[config.mk]
export PLATFORM = sky130hd
export DESIGN_NAME = bcu_branch_unit
export DESIGN_NICKNAME = d
export VERILOG_FILES = /design/src/rtl/bcu_pkg.sv /design/src/rtl/bcu_cond_eval.sv /design/src/rtl/bcu_target_gen.sv /design/src/rtl/bcu_branch_unit.sv
export SDC_FILE = /design/constraint.sdc
export NUM_CORES = 1
export LEC_CHECK = 0
export ABC_AREA = 1
export BUFFER_PORTS_ARGS = -buffer_cell sky130_fd_sc_hd__buf_2
export CAP_MARGIN = 40
export CELL_PAD_IN_SITES_DETAIL_PLACEMENT = 1
export CELL_PAD_IN_SITES_GLOBAL_PLACEMENT = 2
export CORE_MARGIN = 5
export CORE_UTILIZATION = 20
export DETAILED_ROUTE_END_ITERATION = 7
export PLACE_DENSITY = 0.92
export SLEW_MARGIN = 20
export SYNTH_ARGS = -nofsm -noshare
export SYNTH_HDL_FRONTEND = slang
export SYNTH_SLANG_ARGS = --single-unit
[constraint.sdc]
create_clock -name vclk -period 2.6
set_clock_uncertainty 0.05 [all_clocks]
set_input_delay 0.26 -clock vclk [all_inputs]
set_output_delay 0.26 -clock vclk [all_outputs]
set_load 0.01 [all_outputs]
[src/rtl/bcu_pkg.sv]
package bcu_pkg;
  typedef enum logic [2:0] {
    JK_REL_IMM  = 3'd0,
    JK_REL_REG  = 3'd1,
    JK_ABS_IMM  = 3'd2,
    JK_ABS_IDX  = 3'd3,
    JK_COND_REL = 3'd4,
    JK_COND_BIT = 3'd5,
    JK_RSVD6    = 3'd6,
    JK_RSVD7    = 3'd7
  } jump_kind_e;

  localparam int unsigned NUM_ALU_FLAGS  = 4;
  localparam int unsigned NUM_XCVR_FLAGS = 4;
  localparam int unsigned NUM_FLAGS      = NUM_ALU_FLAGS + NUM_XCVR_FLAGS;
  localparam int unsigned FSEL_W         = $clog2(NUM_FLAGS);
endpackage

[src/rtl/bcu_cond_eval.sv]
module bcu_cond_eval
  import bcu_pkg::*;
#(
  parameter int unsigned REG_W = 16,
  localparam int unsigned POS_W = $clog2(REG_W)
) (
  input  logic [NUM_ALU_FLAGS-1:0]  alu_flags_i,
  input  logic [NUM_XCVR_FLAGS-1:0] xcvr_flags_i,
  input  logic [FSEL_W-1:0]         flag_sel_i,
  input  logic                      flag_state_i,
  input  logic [REG_W-1:0]          reg_i,
  input  logic [POS_W-1:0]          bit_pos_i,
  input  logic                      bit_state_i,
  output logic                      flag_hit_o,
  output logic                      bit_hit_o
);
  logic [NUM_FLAGS-1:0] flag_vec;

  // ALU flags occupy the low selector codes, transceiver flags the high ones
  for (genvar g = 0; g < NUM_FLAGS; g++) begin : g_flag
    if (g < NUM_ALU_FLAGS) begin : g_alu
      assign flag_vec[g] = alu_flags_i[g];
    end else begin : g_xcvr
      assign flag_vec[g] = xcvr_flags_i[g-NUM_ALU_FLAGS];
    end
  end

  assign flag_hit_o = (flag_vec[flag_sel_i] == flag_state_i);
  assign bit_hit_o  = (reg_i[bit_pos_i] == bit_state_i);
endmodule

[src/rtl/bcu_target_gen.sv]
module bcu_target_gen #(
  parameter int unsigned PC_W   = 16,
  parameter int unsigned DISP_W = 8
) (
  input  logic [PC_W-1:0]   pc_i,
  input  logic [DISP_W-1:0] disp_i,
  input  logic [PC_W-1:0]   target_i,
  input  logic [PC_W-1:0]   reg_i,
  input  logic              disp_from_reg_i,
  input  logic              abs_from_reg_i,
  output logic [PC_W-1:0]   rel_tgt_o,
  output logic [PC_W-1:0]   abs_tgt_o
);
  localparam int unsigned EXT_W = PC_W - DISP_W;

  logic [DISP_W-1:0] disp;
  logic [PC_W-1:0]   disp_ext;

  assign disp      = disp_from_reg_i ? reg_i[DISP_W-1:0] : disp_i;
  assign disp_ext  = {{EXT_W{disp[DISP_W-1]}}, disp};
  assign rel_tgt_o = pc_i + disp_ext;  // modular wrap intended
  assign abs_tgt_o = abs_from_reg_i ? reg_i : target_i;
endmodule

[src/rtl/bcu_branch_unit.sv]
module bcu_branch_unit
  import bcu_pkg::*;
#(
  parameter int unsigned PC_W   = 16,
  parameter int unsigned DISP_W = 8,
  localparam int unsigned POS_W = $clog2(PC_W)
) (
  input  logic [PC_W-1:0]           pc_i,
  input  logic [2:0]                kind_i,
  input  logic [DISP_W-1:0]         disp_i,
  input  logic [PC_W-1:0]           target_i,
  input  logic [FSEL_W-1:0]         flag_sel_i,
  input  logic                      flag_state_i,
  input  logic [PC_W-1:0]           reg_i,
  input  logic [POS_W-1:0]          bit_pos_i,
  input  logic                      bit_state_i,
  input  logic [NUM_ALU_FLAGS-1:0]  alu_flags_i,
  input  logic [NUM_XCVR_FLAGS-1:0] xcvr_flags_i,
  output logic                      taken_o,
  output logic [PC_W-1:0]           pc_next_o
);
  jump_kind_e      kind;
  logic            flag_hit, bit_hit;
  logic [PC_W-1:0] rel_tgt, abs_tgt;

  assign kind = jump_kind_e'(kind_i);

  bcu_cond_eval #(.REG_W(PC_W)) u_cond (
    .alu_flags_i  (alu_flags_i),
    .xcvr_flags_i (xcvr_flags_i),
    .flag_sel_i   (flag_sel_i),
    .flag_state_i (flag_state_i),
    .reg_i        (reg_i),
    .bit_pos_i    (bit_pos_i),
    .bit_state_i  (bit_state_i),
    .flag_hit_o   (flag_hit),
    .bit_hit_o    (bit_hit)
  );

  bcu_target_gen #(.PC_W(PC_W), .DISP_W(DISP_W)) u_tgt (
    .pc_i            (pc_i),
    .disp_i          (disp_i),
    .target_i        (target_i),
    .reg_i           (reg_i),
    .disp_from_reg_i (kind == JK_REL_REG),
    .abs_from_reg_i  (kind == JK_ABS_IDX),
    .rel_tgt_o       (rel_tgt),
    .abs_tgt_o       (abs_tgt)
  );

  always_comb begin
    taken_o = 1'b0;
    unique case (kind)
      JK_REL_IMM, JK_REL_REG, JK_ABS_IMM, JK_ABS_IDX: taken_o = 1'b1;
      JK_COND_REL: taken_o = flag_hit;
      JK_COND_BIT: taken_o = bit_hit;
      default:     taken_o = 1'b0;
    endcase
  end

  always_comb begin
    pc_next_o = pc_i;
    if (taken_o) begin
      unique case (kind)
        JK_REL_IMM, JK_REL_REG, JK_COND_REL: pc_next_o = rel_tgt;
        default:                             pc_next_o = abs_tgt;
      endcase
    end
  end
endmodule

==> flow_metrics.py, run 1 <==
metrics = {
    "pwr": {
        "switching_power_mw": 0.438,
        "leakagePower_nw": 1.75,
        "total_power_mw": 0.787,
        "power_frac_comb": 1.000,
        "p_seq_frac": 0,
        "powerDensity_nw_per_um2": 241,
        "p_int_mw": 0.348,
        "irDropWorstVdd_v": 0.0000714,
        "switching_share": 0.557,
        "p_clk_frac": 0,
    },
    "timing": {
        "finalHoldViolations": 0,
        "fin_ws_ns": 0.0220,
        "fin_setup_tns_ns": 0,
        "whs_ns": 0.826,
        "fin_crit_sh": 0.992,
        "setup_viol_count_final": 0,
        "slew_headroom": 0.643,
        "timing.fmax_mhz": 388,
        "drv_slew": 0,
        "min_period_ns": 2.58,
        "tightest_slew_ns": 0.535,
        "rsz0062_at_grt": "yes",
    },
    "yosys": {
        "netlist_top_cells_area": "nand2_1, nand3_1, ha_1",
        "yosysWarnings": 0,
        "postSynthCellCount": 388,
        "synth_common_cells": "nand2_1, nand3_1, inv_1, o21ai_0, a21oi_1",
        "yosysTopAreaCell": "nand2_1",
        "synth_most_common_cell": "nand2_1",
        "netlist_area_um2": 1940,
        "netlist.area_leader.share": 0.289,
        "avgSynthCellArea_um2": 4.99,
        "yosysUniqueCellTypes": 33,
        "synth-seq-area-share": 0,
        "synth_fp_nets": 482,
    },
    "route": {
        "drtIter0Drc": 68,
        "viasPerCell": 4.59,
        "wl_per_cell_um": 14.5,
        "drt-total-wl_um": 9330,
        "dr_total_vias": 2951,
        "remaining_drc_errors": 0,
        "dr.pass1.iters": 4,
        "ant_nets": 0,
    },
    "place": {
        "dpl.hpwl_um": 7500,
        "dpl_worst_slack_ns": -0.209,
        "finalWeightedCongestion": 0.861,
        "io_buffers": 93,
    },
    "status": {
        "status": "complete, no violations",
    },
    "finish": {
        "area.growth.synth_to_final_pct": 68.5,
        "fillers": 1296,
        "antenna_cells": 0,
        "clkbuf_count": 0,
        "drive_gt1_frac": 0.445,
        "fin_nets": 606,
        "multi_input_area_um2": 2080,
        "design.seq.count": 0,
        "seq_area_um2": 0,
    },
    "global_route": {
        "use_met3": 0.0185,
        "grt_pass1_wl_um": 14500,
        "use_met2": 0.284,
        "grt_util_met1": 0.184,
        "grt_usage": 0.150,
        "busiest_layer": "met2",
        "overflow": 0,
        "grt_pass1_vias": 3148,
        "antenna_found_initial": 0,
        "grt_max_degree": 32,
    },
    "worst_setup_path": {
        "cp_slowest_cell": "fa_2",
        "cp.required_ns": 2.29,
        "cp.arrival_ns": 2.27,
        "critPathMaxFanout": 5,
        "cp-end-kind": "output pin",
        "path_class": "primary input to output pin",
        "slowest_delay_ns": 0.44,
        "path_cells": "buf_6 -> nor2_4 -> nand2_4 -> nand2_2 -> o21ai_1 -> ha_2 -> fa_2 -> nand3_2 -> nand2_2 -> a21o_1 -> nand2_1 -> nand2_2 -> o21ai_2 -> nand2_1 -> nand2_1 -> buf_2",
        "crit_buf_inv": 2,
        "cp-start-kind": "primary input",
        "crit_family": "simple AND/OR/NAND/NOR gates",
    },
    "min_path": {
        "hold_path_class": "primary input to output pin",
    },
    "floorplan": {
        "placementRows": 36,
        "die_h_um": 108,
        "start_util": 0.202,
        "die_area_um2": 11800,
        "ios": 93,
        "core_um2": 9590,
        "die_width_um": 108,
    },
    "run": {
        "drv_cap": 0,
    },
    "clock_network": {
        "cts_hold_buf": 0,
    },
}
[logic make-up after synthesis]
kind of cell,share of synthesized area
buffers and inverters,0.150
AO/OA/AOI/OAI,0.170
XOR/XNOR,0.0136
AND/OR/NAND/NOR,0.547
adder cells (fa/ha/maj),0.120
[power groups by stage]
| stage | Sequential, mW | Combinational [mW] | Clock, mW |
|---|---|---|---|
| 4_1_cts | 0 | 0.679 | 0 |
| 5_1_grt | 0 | 0.872 | 0 |
| 3_5_place_dp | 0 | 0.630 | 0 |
| 2_1_floorplan | 0 | 0.367 | 0 |
| 3_3_place_gp | 0 | 0.615 | 0 |
| 6_report | 0 | 0.787 | 0 |
[timing repair]
action / 4_1_cts / 5_1_grt
pin swaps: 14 / 33
setup buffers: 5 / 4
gates resized for setup: 34 / 75
endpoints found under the setup margin: 13 / 13
cloned: 1 / 0
[path summary, 6_finish.rpt]
kind	from	depth (start not counted)	endpoint	slack, ns
hold / removal	pc_i[0]	4	pc_next_o[0]	0.83
setup / recovery	kind_i[1]	16	pc_next_o[8]	0.02
[through the flow]
stage | util | std cells | area [um2]
2_1_floorplan | - | 388 | 1940
3_3_place_gp | 0.285 | 633 | 2730
3_5_place_dp | 0.285 | 633 | 2730
4_1_cts | 0.303 | 639 | 2910
5_1_grt | 0.340 | 643 | 3260
6_report | 0.340 | 643 | 3260
[cell usage in the layout (no fill, tap or decap), types with 8 or more instances in the layout]
cell	synthesis	final
nand2_2	3	25
nand3_1	55	43
buf_2	4	91
nand3_2	4	16
nor2_1	13	8
inv_1	53	49
ha_4	0	14
buf_4	2	36
a21oi_1	21	14
nand2_1	149	124
o21ai_0	32	20
[tightest hold or removal path, stage by stage]
cell,delay [ns]
buf_2,0.10
nand3_1,0.07
nand2_1,0.07
buf_2,0.12
[area by class of cell]
class                           instances  area share
Multi-Input combinational cell        320       0.636
Timing Repair Buffer                  132       0.243
Inverter                               58      0.0698
Tap cell                              133      0.0510
[routing by layer]
layer	vias up	share of wire	wire length, um
met4	0	0.011	101
met2	66	0.52	4840
li1	1501	-	-
met1	1374	0.42	3960
met3	10	0.046	429
met5	-	0	0
Power figures use the tool's default switching activity.
==> run 2, diff against run 1 <==
--- a/config.mk
+++ b/config.mk
@@ -11,10 +11,11 @@
 export CELL_PAD_IN_SITES_DETAIL_PLACEMENT = 1
 export CELL_PAD_IN_SITES_GLOBAL_PLACEMENT = 2
 export CORE_MARGIN = 5
-export CORE_UTILIZATION = 20
+export CORE_UTILIZATION = 21
 export DETAILED_ROUTE_END_ITERATION = 7
 export PLACE_DENSITY = 0.92
 export SLEW_MARGIN = 20
 export SYNTH_ARGS = -nofsm -noshare
 export SYNTH_HDL_FRONTEND = slang
+export SYNTH_HIERARCHICAL = 1
 export SYNTH_SLANG_ARGS = --single-unit
==> run 2 against run 1 <==
  * The flow now finishes with violations (setup timing)
  * Power up 14%
  * Via count grew 2.0%
  * Synthesized cell count up 5.9%
  * Count of clock-buffer cells in the layout unchanged
  * Combinational power is 14% higher
  * Sequential cell count did not move
  * Critical path type unchanged
  * Largest cell class unchanged
  * Largest power group unchanged
==> flow_metrics.py, run 2 <==
metrics = {
    "status": {
        "status": "finished, violations left",
        "violations": "setup timing",
    },
    "yosys": {
        "netlist_top_cells_area": "nand2_1, inv_1, mux2_2",
        "yosysTopAreaCell": "nand2_1",
        "yosysWarnings": 6,
        "avgSynthCellArea_um2": 5.18,
        "synth_fp_nets": 503,
        "postSynthCellCount": 411,
        "synth_common_cells": "nand2_1, inv_1, nand3_1, mux2_2, nand4_1",
        "netlist_area_um2": 2130,
        "netlist.area_leader.share": 0.277,
        "synth_most_common_cell": "nand2_1",
        "synth-seq-area-share": 0,
        "yosysUniqueCellTypes": 29,
    },
    "pwr": {
        "irDropWorstVdd_v": 0.0000513,
        "total_power_mw": 0.897,
        "leakagePower_nw": 2.02,
        "powerDensity_nw_per_um2": 258,
    },
    "run": {
        "drv_cap": 0,
    },
    "timing": {
        "min_period_ns": 2.94,
        "tightest_slew_ns": 0.461,
        "rsz0062_at_grt": "yes",
        "setup_viol_count_final": 13,
        "slew_headroom": 0.692,
        "timing.fmax_mhz": 340,
        "whs_ns": 0.843,
        "finalHoldViolations": 0,
        "fin_setup_tns_ns": -2.66,
        "drv_slew": 0,
        "fin_ws_ns": -0.344,
        "fin_crit_sh": 1.13,
    },
    "route": {
        "dr.pass1.iters": 4,
        "drt-total-wl_um": 10400,
        "ant_nets": 0,
        "viasPerCell": 4.51,
        "drtIter0Drc": 121,
        "dr_total_vias": 3010,
        "remaining_drc_errors": 0,
        "wl_per_cell_um": 15.5,
    },
    "finish": {
        "fin_cells": 668,
        "seq_area_um2": 0,
        "fin_area_um2": 3480,
        "fin_nets": 629,
        "antenna_cells": 0,
        "layout_commonest_cell": "nand2_1",
        "fillers": 1352,
        "layout_common_cells": "nand2_1, buf_2, inv_1, nand3_1, buf_4",
        "final_util": 0.354,
        "drive_gt1_frac": 0.452,
        "clkbuf_count": 0,
        "area.growth.synth_to_final_pct": 63.2,
        "design.seq.count": 0,
    },
    "floorplan": {
        "start_util": 0.217,
        "die_area_um2": 12300,
        "core_um2": 9820,
        "placementRows": 36,
        "die_h_um": 111,
        "ios": 93,
        "die_width_um": 111,
    },
    "worst_setup_path": {
        "cp-end-kind": "output pin",
        "path_class": "primary input to output pin",
        "cp_slowest_cell": "mux2_4",
        "cp-start-kind": "primary input",
        "cp.arrival_ns": 2.63,
        "cp.required_ns": 2.29,
        "crit_family": "simple AND/OR/NAND/NOR gates",
        "slowest_delay_ns": 0.32,
        "crit_buf_inv": 4,
        "path_cells": "buf_8 -> nor3_4 -> buf_6 -> mux2_4 -> ha_4 -> nand2_4 -> nand2_1 -> a21oi_2 -> nand2_2 -> nand2_2 -> nand3_1 -> nand2_1 -> inv_1 -> nand2_1 -> nand3_1 -> nand2_1 -> buf_2",
        "critPathMaxFanout": 5,
        "cp_common_cell": "nand2_1",
    },
    "global_route": {
        "grt_pass1_wl_um": 15900,
        "grt_util_met1": 0.190,
        "busiest_layer": "met2",
        "use_met2": 0.288,
        "antenna_found_initial": 0,
        "grt_max_degree": 21,
        "overflow": 0,
        "grt_usage": 0.150,
        "grt_pass1_vias": 3234,
        "use_met3": 0.0142,
    },
    "place": {
        "dpl.cell_count": 657,
        "io_buffers": 93,
        "dpl_worst_slack_ns": -0.278,
        "placed_cell_area_um2": 3030,
        "finalWeightedCongestion": 0.864,
        "dpl.hpwl_um": 7820,
    },
    "min_path": {
        "holdPathEnd": "pc_next_o[1]",
        "holdPathStages": 4,
        "hold_path_class": "primary input to output pin",
        "hp-start": "pc_i[1]",
    },
    "clock_network": {
        "cts_hold_buf": 0,
    },
}
run 2: cell types whose count changed in the layout (fill, tap and decap cells not counted), sizes merged, moves of 3 or more:
cell	previous run	this run
mux2	0	21
nand2	153	161
nand3b	5	2
inv	58	95
o21ai	35	3
nor2	14	10
a21oi	21	11
nand3	60	47
xnor2	0	4
nand4	1	18
run 2: repair_timing:
action                                 CTS  global route
buffers inserted                         4             6
endpoints found under the hold margin    0             0
pin swaps                               20            35
setup endpoints to repair               12            15
resized for setup                       37            41
gates cloned                             1             1
run 2: tightest hold or removal path, stage by stage:
cell,delay (ns)
buf_2,0.12
nand4_1,0.08
nand2_1,0.05
buf_2,0.13
run 2: how the worst max path moves through the flow:
stage	from	endpoint	slack, ns	cells after the start
floorplan	kind_i[2]	pc_next_o[8]	-0.01	17
detailed placement	kind_i[1]	pc_next_o[11]	-0.28	18
CTS	kind_i[0]	pc_next_o[9]	-0.22	19
finish	kind_i[2]	pc_next_o[14]	-0.34	17
global placement	kind_i[1]	pc_next_o[11]	-0.20	18
global route	kind_i[2]	pc_next_o[14]	-0.42	17
run 2: metal layers:
| metal | vias up | share of wire |
|---|---|---|
| li1 | 1525 | - |
| met4 | 0 | 0.022 |
| met1 | 1388 | 0.43 |
| met5 | - | 0 |
| met2 | 76 | 0.51 |
| met3 | 21 | 0.041 |
run 2: final cells by class:
| cell class | count | area (um2) | share of cell area |
|---|---|---|---|
| multi-input cells | 305 | 2070 | 0.595 |
| inverters | 95 | 369 | 0.106 |
| well taps | 133 | 166 | 0.0479 |
| repair buffers | 135 | 873 | 0.251 |
run 2: cell families (layout without fill, tap and decap cells):
family                   after synthesis  after routing  share of synthesized area
multiplexers                          21             21                      0.111
adder cells (fa/ha/maj)               16             16                     0.0975
buffers and inverters                106            230                      0.204
AO/OA/AOI/OAI                         15             15                     0.0400
XOR/XNOR                               9              9                     0.0370
AND/OR/NAND/NOR                      244            244                      0.510
run 2: where the power goes:
group / internal [mW] / switching [mW]
Combinational: 0.405 / 0.492
Clock: 0 / 0
Sequential: 0 / 0
